--- src/rtl/sweep_pkg.sv ---
package sweep_pkg;

    typedef enum logic [2:0] {
        ST_IDLE    = 3'd0,
        ST_READ    = 3'd1,
        ST_LOCK_RD = 3'd2,
        ST_LOCK_WR = 3'd3,
        ST_FILL    = 3'd4
    } sweep_state_t;

    localparam logic [1:0] MODE_SCRUB = 2'b00;
    localparam logic [1:0] MODE_FILL  = 2'b01;

endpackage

--- src/rtl/sweep_addr_walker.sv ---
module sweep_addr_walker #(
    parameter int ADDR_W = 32
) (
    input  logic              clk,
    input  logic              rst_n,
    input  logic              load,
    input  logic [ADDR_W-1:0] first_addr,
    input  logic [ADDR_W-1:0] last_addr_in,
    input  logic              step,
    output logic [ADDR_W-1:0] addr,
    output logic              at_end
);

    logic [ADDR_W-1:0] last_q;

    always_ff @(posedge clk) begin
        if (!rst_n) begin
            addr   <= '0;
            last_q <= '0;
        end else if (load) begin
            addr   <= first_addr;
            last_q <= last_addr_in;
        end else if (step) begin
            addr   <= addr + 1'b1;
        end
    end

    assign at_end = (addr == last_q);

    // a step never happens on the final word
    p_no_step_past_end_r2: assert property (@(posedge clk) disable iff (!rst_n)
        step |-> !at_end);

endmodule

--- src/rtl/sweep_fsm.sv ---
module sweep_fsm
    import sweep_pkg::*;
#(
    parameter int DATA_W = 32
) (
    input  logic              clk,
    input  logic              rst_n,
    input  logic              go,
    input  logic [1:0]        mode,
    input  logic              bus_ready,
    input  logic              bus_err,
    input  logic              bus_ce,
    input  logic [DATA_W-1:0] bus_rdata,
    input  logic              at_end,
    output sweep_state_t      state,
    output logic              load,
    output logic              step,
    output logic              finish,
    output logic              fault_ev,
    output logic              bus_req,
    output logic              bus_write,
    output logic              bus_lock,
    output logic [DATA_W-1:0] fix_data
);

    sweep_state_t nxt;
    logic         capture;

    // state register
    always_ff @(posedge clk) begin
        if (!rst_n) state <= ST_IDLE;
        else        state <= nxt;
    end

    // corrected word returned by the locked re-read
    always_ff @(posedge clk) begin
        if (!rst_n)       fix_data <= '0;
        else if (capture) fix_data <= bus_rdata;
    end

    // transitions and events
    always_comb begin
        nxt      = state;
        load     = 1'b0;
        step     = 1'b0;
        finish   = 1'b0;
        fault_ev = 1'b0;
        capture  = 1'b0;
        unique case (state)
            ST_IDLE: begin
                if (go && mode == MODE_SCRUB) begin
                    nxt  = ST_READ;
                    load = 1'b1;
                end else if (go && mode == MODE_FILL) begin
                    nxt  = ST_FILL;
                    load = 1'b1;
                end
            end
            ST_READ: begin
                if (bus_ready) begin
                    if (bus_err) begin
                        nxt      = ST_IDLE;
                        fault_ev = 1'b1;
                    end else if (bus_ce) begin
                        nxt = ST_LOCK_RD;
                    end else if (at_end) begin
                        nxt    = ST_IDLE;
                        finish = 1'b1;
                    end else begin
                        step = 1'b1;
                    end
                end
            end
            ST_LOCK_RD: begin
                if (bus_ready) begin
                    if (bus_err) begin
                        nxt      = ST_IDLE;
                        fault_ev = 1'b1;
                    end else begin
                        nxt     = ST_LOCK_WR;
                        capture = 1'b1;
                    end
                end
            end
            ST_LOCK_WR, ST_FILL: begin
                if (bus_ready) begin
                    if (bus_err) begin
                        nxt      = ST_IDLE;
                        fault_ev = 1'b1;
                    end else if (at_end) begin
                        nxt    = ST_IDLE;
                        finish = 1'b1;
                    end else begin
                        nxt  = (state == ST_LOCK_WR) ? ST_READ : ST_FILL;
                        step = 1'b1;
                    end
                end
            end
            default: nxt = ST_IDLE;
        endcase
    end

    // bus outputs
    always_comb begin
        bus_req   = 1'b0;
        bus_write = 1'b0;
        bus_lock  = 1'b0;
        unique case (state)
            ST_IDLE:    ;
            ST_READ:    bus_req = 1'b1;
            ST_LOCK_RD: begin bus_req = 1'b1; bus_lock = 1'b1; end
            ST_LOCK_WR: begin bus_req = 1'b1; bus_lock = 1'b1; bus_write = 1'b1; end
            ST_FILL:    begin bus_req = 1'b1; bus_write = 1'b1; end
            default:    ;
        endcase
    end

    // a clean re-read is followed by the locked write-back
    p_pair_order_r4: assert property (@(posedge clk) disable iff (!rst_n)
        (state == ST_LOCK_RD && bus_ready && !bus_err) |=> (state == ST_LOCK_WR && bus_lock && bus_write));

    // a flagged scrub read leads to the locked re-read
    p_ce_enters_pair_r4: assert property (@(posedge clk) disable iff (!rst_n)
        (state == ST_READ && bus_ready && !bus_err && bus_ce) |=> (state == ST_LOCK_RD && bus_lock && !bus_write));

    // lock released after the write-back completes
    p_lock_release_r5: assert property (@(posedge clk) disable iff (!rst_n)
        (state == ST_LOCK_WR && bus_ready) |=> !bus_lock);

    // reserved mode does not start the engine
    p_bad_mode_r8: assert property (@(posedge clk) disable iff (!rst_n)
        (state == ST_IDLE && go && mode[1]) |=> state == ST_IDLE);

    // idle means a quiet bus
    p_idle_quiet_r1: assert property (@(posedge clk) disable iff (!rst_n)
        (state == ST_IDLE) |-> (!bus_req && !bus_lock));

endmodule

--- src/rtl/sweep_status.sv ---
module sweep_status #(
    parameter int ADDR_W = 32
) (
    input  logic              clk,
    input  logic              rst_n,
    input  logic              start,
    input  logic              finish,
    input  logic              fault_ev,
    input  logic [ADDR_W-1:0] cur_addr,
    output logic              done,
    output logic              irq,
    output logic              fault,
    output logic [ADDR_W-1:0] fault_addr
);

    always_ff @(posedge clk) begin
        if (!rst_n) begin
            done       <= 1'b0;
            irq        <= 1'b0;
            fault      <= 1'b0;
            fault_addr <= '0;
        end else begin
            irq <= finish | fault_ev;
            if (start) begin
                done  <= 1'b0;
                fault <= 1'b0;
            end
            if (finish) done <= 1'b1;
            if (fault_ev) begin
                fault      <= 1'b1;
                fault_addr <= cur_addr;
            end
        end
    end

    // a walk ends either cleanly or in a fault, never both
    p_done_fault_excl_r7: assert property (@(posedge clk) disable iff (!rst_n)
        !(done && fault));

    // an accepted start clears both flags
    p_start_clears_r10: assert property (@(posedge clk) disable iff (!rst_n)
        start |=> (!done && !fault));

endmodule

--- src/rtl/mem_sweeper.sv ---
module mem_sweeper
    import sweep_pkg::*;
#(
    parameter int ADDR_W = 32,
    parameter int DATA_W = 32
) (
    input  logic              clk,
    input  logic              rst_n,
    input  logic              go,
    input  logic [1:0]        mode,
    input  logic [ADDR_W-1:0] start_addr,
    input  logic [ADDR_W-1:0] end_addr,
    input  logic [DATA_W-1:0] fill_data,
    output logic              bus_req,
    output logic [ADDR_W-1:0] bus_addr,
    output logic              bus_write,
    output logic [DATA_W-1:0] bus_wdata,
    output logic              bus_lock,
    input  logic              bus_ready,
    input  logic [DATA_W-1:0] bus_rdata,
    input  logic              bus_err,
    input  logic              bus_ce,
    output logic              busy,
    output logic              done,
    output logic              irq,
    output logic              fault,
    output logic [ADDR_W-1:0] fault_addr
);

    sweep_state_t      state;
    logic              load, step, finish, fault_ev, at_end;
    logic [DATA_W-1:0] fix_data;
    logic [DATA_W-1:0] pattern_q;

    sweep_fsm #(.DATA_W(DATA_W)) u_fsm (
        .clk       (clk),
        .rst_n     (rst_n),
        .go        (go),
        .mode      (mode),
        .bus_ready (bus_ready),
        .bus_err   (bus_err),
        .bus_ce    (bus_ce),
        .bus_rdata (bus_rdata),
        .at_end    (at_end),
        .state     (state),
        .load      (load),
        .step      (step),
        .finish    (finish),
        .fault_ev  (fault_ev),
        .bus_req   (bus_req),
        .bus_write (bus_write),
        .bus_lock  (bus_lock),
        .fix_data  (fix_data)
    );

    sweep_addr_walker #(.ADDR_W(ADDR_W)) u_walk (
        .clk          (clk),
        .rst_n        (rst_n),
        .load         (load),
        .first_addr   (start_addr),
        .last_addr_in (end_addr),
        .step         (step),
        .addr         (bus_addr),
        .at_end       (at_end)
    );

    sweep_status #(.ADDR_W(ADDR_W)) u_stat (
        .clk        (clk),
        .rst_n      (rst_n),
        .start      (load),
        .finish     (finish),
        .fault_ev   (fault_ev),
        .cur_addr   (bus_addr),
        .done       (done),
        .irq        (irq),
        .fault      (fault),
        .fault_addr (fault_addr)
    );

    always_ff @(posedge clk) begin
        if (!rst_n)    pattern_q <= '0;
        else if (load) pattern_q <= fill_data;
    end

    assign bus_wdata = (state == ST_LOCK_WR) ? fix_data : pattern_q;
    assign busy      = (state != ST_IDLE);

    // request held steady while stalled
    p_hold_req_r9: assert property (@(posedge clk) disable iff (!rst_n)
        (bus_req && !bus_ready) |=> (bus_req && $stable(bus_addr) && $stable(bus_write)
                                     && $stable(bus_wdata) && $stable(bus_lock)));

    // failing address reported
    p_fault_addr_r7: assert property (@(posedge clk) disable iff (!rst_n)
        (bus_req && bus_ready && bus_err) |=> (fault && !busy && fault_addr == $past(bus_addr)));

    // interrupt is a single-cycle pulse
    p_irq_single_r6: assert property (@(posedge clk) disable iff (!rst_n)
        irq |=> !irq);

    // done only while stopped
    p_done_idle_r6: assert property (@(posedge clk) disable iff (!rst_n)
        done |-> !busy);

    // an unflagged clean completion advances by one word
    p_stride_r2: assert property (@(posedge clk) disable iff (!rst_n)
        (bus_req && bus_ready && !bus_err && !bus_lock && !(bus_ce && state == ST_READ) && !at_end)
        |=> bus_addr == ADDR_W'($past(bus_addr) + 1'b1));

endmodule

--- config.mk ---
export PLATFORM = sky130hd
export DESIGN_NAME = mem_sweeper
export DESIGN_NICKNAME = d
export VERILOG_FILES = /design/src/rtl/sweep_pkg.sv /design/src/rtl/sweep_addr_walker.sv /design/src/rtl/sweep_fsm.sv /design/src/rtl/sweep_status.sv /design/src/rtl/mem_sweeper.sv
export SDC_FILE = /design/constraint.sdc
export NUM_CORES = 1
export LEC_CHECK = 0
export ABC_CLOCK_PERIOD_IN_PS = 3350
export BUFFER_PORTS_ARGS = -buffer_cell sky130_fd_sc_hd__buf_2
export CAP_MARGIN = 20
export CORE_MARGIN = 1
export CORE_UTILIZATION = 40
export DETAILED_ROUTE_END_ITERATION = 16
export GPL_TIMING_DRIVEN = 0
export PLACE_DENSITY = 0.67
export SLEW_MARGIN = 15
export SYNTH_ARGS = -nofsm -noshare
export SYNTH_HDL_FRONTEND = slang
export SYNTH_HIERARCHICAL = 1
export SYNTH_SLANG_ARGS = --single-unit
--- constraint.sdc ---
create_clock -name clk -period 3.35 [get_ports clk]
set_input_delay 0.335 -clock clk [delete_from_list [all_inputs] [get_ports clk]]
set_output_delay 0.335 -clock clk [all_outputs]
set_load 0.01 [all_outputs]
-- After elaboration in Yosys (flattened, before gate mapping)
Index checks and enable logic that the tools add are counted.
- output and inout bits: 103
- register bits after elaboration: 166
- input bits: 136
- equal/unequal tests: 11
- multiplexer cells: 45
- reduce and logical (&&, ||, !) cells: 12
- $add $sub $neg: 1
- bitwise logic cells: 1
- operators by type and width (operator ; number):
    32-bit 2-to-1 mux ; 3
    3-bit 2-to-1 mux ; 11
    32-bit by 1-bit adder with 32-bit output, second input constant ; 1
    32-bit == test ; 1
    1-bit 2-to-1 mux ; 27
    3-bit case mux with 4 select lines ; 1
    3-bit by 2-bit == test with 1-bit output, second input constant ; 2
    2-bit nonzero test ; 3
    5-bit AND reduction ; 1
    2-bit inequality test, second input constant ; 2
    4-bit inequality test, second input constant ; 1
    1-bit case mux with 2 select lines ; 2
    2-bit OR reduction ; 2
    4-bit OR reduction ; 1
    3-bit by 1-bit == test with 1-bit output, second input constant ; 1
    3-bit == test, second input constant ; 1
    3-bit logical NOT ; 1
    3-bit by 1-bit inequality test with 1-bit output, second input constant ; 1
    3-bit nonzero test ; 1
    2-bit by 1-bit == test with 1-bit output, second input constant ; 1
    1-bit logical AND ; 2
    2-bit logical NOT ; 1
    2-bit 2-to-1 mux ; 1
    2-bit by 1-bit inequality test with 1-bit output, second input constant ; 1
    1-bit bitwise OR ; 1

-- Logic depth before layout (Yosys ltp)
Gate-level depths: netlist of run 1.
- word-level depth: 8
- depth in mapped cells: 13
- gate-level depth less buffers: 10

-- Cells and area by module
The synthesis of run 1 kept the hierarchy.
- modules (own cells, without submodules) (module ; seq. area each (µm²) ; cells an instance ; area an instance (µm²) ; instances):
    sweep_addr_walker ; 1281.2 ; 365 ; 3236.9 ; 1
    mem_sweeper ; 640.6 ; 140 ; 1732.9 ; 1
    sweep_fsm ; 700.7 ; 177 ; 1605.3 ; 1
    sweep_status ; 700.7 ; 111 ; 1340.0 ; 1

-- Least setup slack after synthesis of run 1
OpenSTA, ideal clock, no wires.
- path kind: reg2reg
- start: reg u_walk.addr[17]
- end: reg u_walk.addr[22]
- setup time: 133 ps
- stages on the path, launching flop included: 13
- data arrival time: 2414 ps
- slack: 803 ps
- path through: dfxtp_1 -> clkbuf_1 -> xor2_1 -> nor4_1 -> nand4_1 -> nor2_1 -> nor4b_1 -> buf_2 -> nand2_1 -> or2_2 -> nor4_1 -> xnor2_1 -> a21oi_1
- cells in the longest elaborated chain, start to end: 7
- elaborated cells on any way between the ends: 12
- classes of those cells: 1 x add/sub; 1 x eq/ne; 9 x mux; 1 x reduce/logical
- ends and longest elaborated chain (item ; RTL line ; RTL):
    from (decl) ; sweep_addr_walker.sv:10 ; output logic [ADDR_W-1:0] addr,
    from (signal assigned) ; sweep_addr_walker.sv:21 ; addr <= first_addr;
    from (signal assigned) ; sweep_addr_walker.sv:24 ; addr <= addr + 1'b1;
    32-bit == test (*) ; sweep_addr_walker.sv:28 ; assign at_end = (addr == last_q);
    net at_end ; mem_sweeper.sv:31 ; logic load, step, finish, fault_ev, at_end;
    1-bit 2-to-1 mux (*) ; sweep_fsm.sv:66, sweep_fsm.sv:90 ;
    1-bit 2-to-1 mux ; sweep_fsm.sv:64 ; end else if (bus_ce) begin
    1-bit 2-to-1 mux ; sweep_fsm.sv:61 ; if (bus_err) begin
    1-bit 2-to-1 mux ; sweep_fsm.sv:60 ; if (bus_ready) begin
    1-bit case mux with 2 select lines (*) ; sweep_fsm.sv:49 ; unique case (state)
    net step ; mem_sweeper.sv:31 ;
    2-bit nonzero test (no line) (*) ; n/a ;
Mark *: on every way through the listed nets, which the timed path passes. The rest lies on a longest branch. The select of a mux whose other input is x is not followed.
A chain may end at the register's enable or synchronous reset.

-- Final worst setup path of run 1
- start: reg u_walk.addr[17]
- end: reg u_walk.addr[24]
The elaborated chain is that of the path after synthesis.

==> impl_metrics.tcl, run 1 <==
set metrics [dict create \
    status "finished clean" \
    core_area_mm2 0.0194 \
    gr-max-usage-layer "met2" \
    min_path_type "in2reg" \
    clock_latency_ps 430 \
    ys_seq_area_frac 0.420 \
    final_cell_mix "244 x buf_2, 166 x dfxtp_1, 133 x mux2i_1" \
    drive_gt1_frac 0.317 \
    io_pins 239 \
    tns_ps 0 \
    cts_tree "built" \
    r2r_slack_ps 190 \
    crit_arrival_ps 3450 \
    rsz0062_at_grt "no" \
    gr-usage-all-layers 0.219 \
    synthToLayoutAreaGrowth_pct 26.6 \
    synth-adder-area-share 0.00158 \
    met3_usage 0.0620 \
    cts_sinks 166 \
    ys_warn_count 6 \
    cp_max_fo 9 \
    max-slew-margin-rel 0.471 \
    grt_use_met2 0.343 \
    ys_ff_latch 166 \
    yosysUniqueCellTypes 56 \
    clk_pin_slew_ps 70 \
    synth_ff_type "dfxtp_1" \
    fin_crit_sh 0.942 \
    cap_viol_max_count 0 \
    dr.first_iter.drc_count 307 \
    start_util 0.408 \
    dp_cells 1296 \
    synth_compound_gate_area_share 0.0482 \
    finalCoreUtilization 0.516 \
    die_area_mm2 0.0204 \
    grt_max_degree 20 \
    fp-row-count 51 \
    muxShareOfSynthArea 0.228 \
    yosys.area_share.xor_xnor 0.0686 \
    power_density_mw_per_mm2 454 \
    synth_edf_count 0 \
    ctsHoldBuffers 0 \
    rr_worst_depth 12 \
    ir_drop_mv 0.343 \
    grt_overflow 0 \
    wirelength_um 21800 \
    clockBufferDepth 2 \
    critical_path_class "reg2reg" \
    antenna_found_initial 7 \
    hold_start "start_addr[1]" \
    synthCells 793 \
    cp-end-kind "flop" \
    slew_violations 0 \
    ant_nets 0 \
    leakagePower_nw 4.39 \
    finalSetupViolations 0 \
    worstSetupStartpointType "flop" \
    async_flop_share 0 \
    r2r_end "u_walk/addr[24]" \
    globalRouteMet1Util 0.288 \
    cts_resized 0 \
    layout_commonest_cell "buf_2" \
    tightest_slew_ps 793 \
    grt_pass1_wl_um 33700 \
    synth_area_mm2 0.00792 \
    die_h_um 143 \
    portBuffers 238 \
    required_ps 3640 \
    grt_pass1_vias 6170 \
    drc 0 \
    hold_path_end "u_walk/addr[1]" \
    route.vias.total 6517 \
    finalWorstSetupSlack_ps 194 \
    hold-path-cell-count 3 \
    post-dp-hpwl_um 16500 \
    cts_root_buf "clkbuf_16" \
    vias_per_cell 4.89 \
    place_congestion 0.836 \
    die_w_um 143 \
    period_minus_slack_ps 3160 \
    finalNetCount 1187 \
    postSynthAreaPerCell_um2 9.98 \
    yosys.area_share.simple 0.186 \
    finalHoldViolations 0 \
    fmax_mhz 317 \
    fin_cells 1333 \
    wl_per_cell_um 16.4 \
    cts_buffers 17 \
    firstDrtPassIters 5 \
    h-tree-depth 4 \
    crit_start "u_walk/addr[17]" \
    fin_skew_ps 11.0 \
    syn_nets 930 \
    preCtsSetupSlack_ps 243 \
    cts_setup_buffers 0 \
    reg2reg_from "u_walk/addr[17]" \
    synth_top_family_by_area "multiplexers" \
]
==> registers in the layout (all words and copies together), names as in the netlist <==
signal / count
u_stat/irq: 1
pattern_q: 32
u_walk/last_q: 32
u_fsm/fix_data: 32
u_stat/done: 1
u_stat/fault_addr: 32
u_stat/fault: 1
u_fsm/state: 3
u_walk/addr: 32
==> cells in the mapped netlist (all sizes together), types with 2 or more instances <==
cell	number	area [um2]
a21oi	27	135
a22oi	3	22.5
and3	5	31.3
and3b	2	17.5
and4	3	28.8
buf	23	248
clkbuf	29	110
dfxtp	166	3320
inv	5	18.8
mux2	32	473
mux2i	133	1330
nand2	79	297
nand2b	2	12.5
nand3	12	60.1
nand4	12	90.1
nor2	51	191
nor2b	67	419
nor3	6	30.0
nor3b	4	35.0
nor4	20	156
nor4b	2	23.8
o21a	3	22.5
o21ai	26	130
o22ai	2	12.5
or2	2	12.5
xnor2	20	175
xor2	42	368
==> layout make-up <==
cell class	instances	area (um2)
repair buffers	238	1190
plain buffers	52	358
well taps	265	332
clock buffers	17	425
inverters	6	22.5
clock inverters	15	143
fillers	1869	9380
multi-input cells	569	4210
flip-flops and latches	166	3320
diodes	5	12.5
==> metrics by stage <==
stage / hold slack [ps] / total power, mW / cell area (um2)
6_report: 133 / 4.55 / 10000
4_1_cts: 115 / 4.60 / 10000
2_1_floorplan: 432 / 2.46 / 7920
3_5_place_dp: 449 / 2.69 / 9440
3_3_place_gp: 443 / 2.68 / 9440
5_1_grt: 133 / 4.74 / 10000
==> worst max-delay path by stage <==
| stage | to | slack, ps | cells after the start |
|---|---|---|---|
| after floorplan | u_walk/addr[22] | 800 | 12 |
| after global placement | u_walk/addr[22] | 230 | 12 |
| after detailed placement | u_walk/addr[24] | 240 | 12 |
| after CTS | u_walk/addr[24] | 220 | 12 |
| after global routing | u_walk/addr[19] | 30 | 12 |
| final | u_walk/addr[24] | 190 | 12 |
==> report_power, final <==
part | internal (mW) | switching [mW]
combinational | 0.256 | 0.263
clock | 1.04 | 0.867
sequential | 2.04 | 0.0821
==> critical path, cell delays in order (launching register included) <==
cell	delay, ps
dfxtp_1	350
clkbuf_1	370
xor2_1	180
nor4_1	80
nand4_1	130
nor2_1	120
nor4b_1	260
buf_2	260
nand2_1	210
or2_2	420
nor4_1	390
xnor2_1	170
a21oi_1	80
==> logic make-up (layout without fill, tap and decap cells) <==
logic type | after synthesis | in the layout
multiplexers | 165 | 165
AO/OA/AOI/OAI | 68 | 68
adder cells (fa/ha/maj) | 1 | 1
other | 0 | 5
AND/OR/NAND/NOR | 273 | 273
buffers and inverters | 58 | 328
XOR/XNOR | 62 | 62
flip-flops | 166 | 166
==> routing by layer <==
layer,routed length (um),part of all wire
met3,1480,0.068
met2,9780,0.45
met4,516,0.024
met1,10000,0.46
met5,26,0.0012
No activity file was read; power rests on OpenSTA's default activity.
==> run 2: changes to the inputs <==
- ABC_CLOCK_PERIOD_IN_PS: 3350 -> 2800
- PLACE_DENSITY: 0.67 -> 0.69
- clock period: 3.35 -> 2.8 ns (I/O delays scaled with it)
==> impl_metrics.tcl, run 2 (same netlist as run 1, synthesis figures left out) <==
set metrics [dict create \
    slew_violations 0 \
    status "finished clean" \
    postLayoutCellArea_mm2 0.0103 \
    cp-end-kind "flop" \
    place_area_mm2 0.00944 \
    grt_pass1_wl_um 33700 \
    crit_arrival_ps 3000 \
    finalNetCount 1185 \
    critPathMaxStageDelay_ps 400 \
    clk_pin_slew_ps 70 \
    min_path_type "in2reg" \
    die_area_mm2 0.0204 \
    gr-usage-all-layers 0.218 \
    preCtsSetupSlack_ps -406 \
    synthToLayoutAreaGrowth_pct 29.9 \
    place_congestion 0.835 \
    die_h_um 143 \
    dr.first_iter.drc_count 285 \
    ctsHoldBuffers 0 \
    die_w_um 143 \
    crit_slowest_cell "dfxtp_2" \
    critical_path_class "reg2reg" \
    route.vias.total 6527 \
    power_density_mw_per_mm2 552 \
    grt_pass1_vias 6312 \
    worstSetupStartpointType "flop" \
    finalHoldViolations 0 \
    finalSetupViolations 0 \
    multi_input_area_mm2 0.00436 \
    ir_drop_mv 0.439 \
    cts_sinks 166 \
    core_area_mm2 0.0194 \
    cts_buffers 17 \
    cp_max_fo 7 \
    required_ps 3090 \
    tightest_slew_ps 845 \
    leakagePower_nw 4.47 \
    fmax_mhz 369 \
    finalWorstSetupSlack_ps 91.8 \
    io_pins 239 \
    fin_crit_sh 0.967 \
    clockBufferDepth 2 \
    vias_per_cell 4.91 \
    wl_per_cell_um 16.7 \
    cp_cell_sequence "xor2_1, nor4_1, nand4_1, nor2_2, nor4b_1, buf_4, nand3_2, or2_1, buf_2, nor4_2, xnor2_1, a21oi_1" \
    seq_area_mm2 0.00339 \
    antenna_found_initial 3 \
    drive_gt1_frac 0.365 \
    drc 0 \
    layout_commonest_cell "buf_2" \
    max-slew-margin-rel 0.437 \
    period_minus_slack_ps 2710 \
    fin_skew_ps 15.3 \
    rsz0062_at_grt "yes" \
    post-dp-hpwl_um 16600 \
    grt_overflow 0 \
    fp-row-count 51 \
    grt_max_degree 20 \
    start_util 0.408 \
    wirelength_um 22200 \
    final_cell_mix "243 x buf_2, 134 x dfxtp_1, 133 x mux2i_1" \
    cts_tree "built" \
    h-tree-depth 4 \
    cap_viol_max_count 0 \
    fillers 1858 \
    cts_root_buf "clkbuf_16" \
    ant_nets 0 \
    clock_latency_ps 430 \
    portBuffers 238 \
    firstDrtPassIters 6 \
]
## run 2: changes by cell type in the layout (fill, tap and decap cells not counted), moves of 3 or more
cell	before	now
nor4_1	15	12
clkinvlp_4	4	1
dfxtp_4	0	10
clkbuf_1	28	24
clkinv_4	1	4
xor2_1	42	32
xor2_2	0	8
dfxtp_2	0	22
dfxtp_1	166	134
## run 2: timing repair
action / 4_1_cts / 5_1_grt
setup endpoints to repair: 25 / 28
gates resized for setup: 23 / 42
pin swaps: 0 / 1
setup buffers: 0 / 1
## run 2: stage by stage
| step | power (mW) | utilization | setup TNS [ps] | instances | hold WS [ps] |
|---|---|---|---|---|---|
| final | 5.68 | 0.530 | 0 | 1330 | 79.8 |
| after global routing | 5.89 | 0.530 | -12.0 | 1328 | 83.8 |
| after CTS | 5.71 | 0.522 | -95.8 | 1326 | 63.7 |
| after detailed placement | 3.22 | 0.487 | -5860 | 1296 | 447 |
| after global placement | 3.21 | 0.487 | -5280 | 1296 | 444 |
| after floorplan | 2.94 | - | 0 | 793 | 408 |
## run 2: final timing paths
check / depth (start not counted) / end / start / slack, ps
worst min register to register: 2 / u_fsm/fix_data[27] / u_fsm/fix_data[27] / 460
worst max register to register: 12 / u_walk/addr[25] / u_walk/addr[10] / 90
worst max-delay path: 12 / u_walk/addr[25] / u_walk/addr[10] / 90
worst min-delay path: 3 / u_walk/last_q[14] / end_addr[14] / 80
## run 2: per-layer routing
metal | wire length, um | GRT usage
met3 | 1480 | 0.0617
met5 | 13 | 0
met4 | 508 | 0.0866
met2 | 10300 | 0.350
met1 | 9890 | 0.274
## run 2: worst max-delay path, delay by kind of cell (launching register included)
kind            cells  cell delay, ps
compound gates      1              80
buf+inv             2             410
simple gates        7            1250
xor+xnor            2             410
flops               1             400
## run 2: cell type report
| type | instances | area share |
|---|---|---|
| diodes | 4 | 0.000973 |
| flip-flops and latches | 166 | 0.329 |
| inverters | 6 | 0.00219 |
| plain buffers | 49 | 0.0341 |
| repair buffers | 239 | 0.117 |
| clock inverters | 14 | 0.0183 |
| well taps | 265 | 0.0322 |
| multi-input cells | 569 | 0.424 |
| clock buffers | 18 | 0.0427 |
## run 2: power by group
part           switching, mW  internal, mW  total (mW)
sequential             0.112          2.45        2.56
clock                   1.03          1.45        2.49
combinational          0.318         0.317       0.636
total                   1.46          4.22        5.68
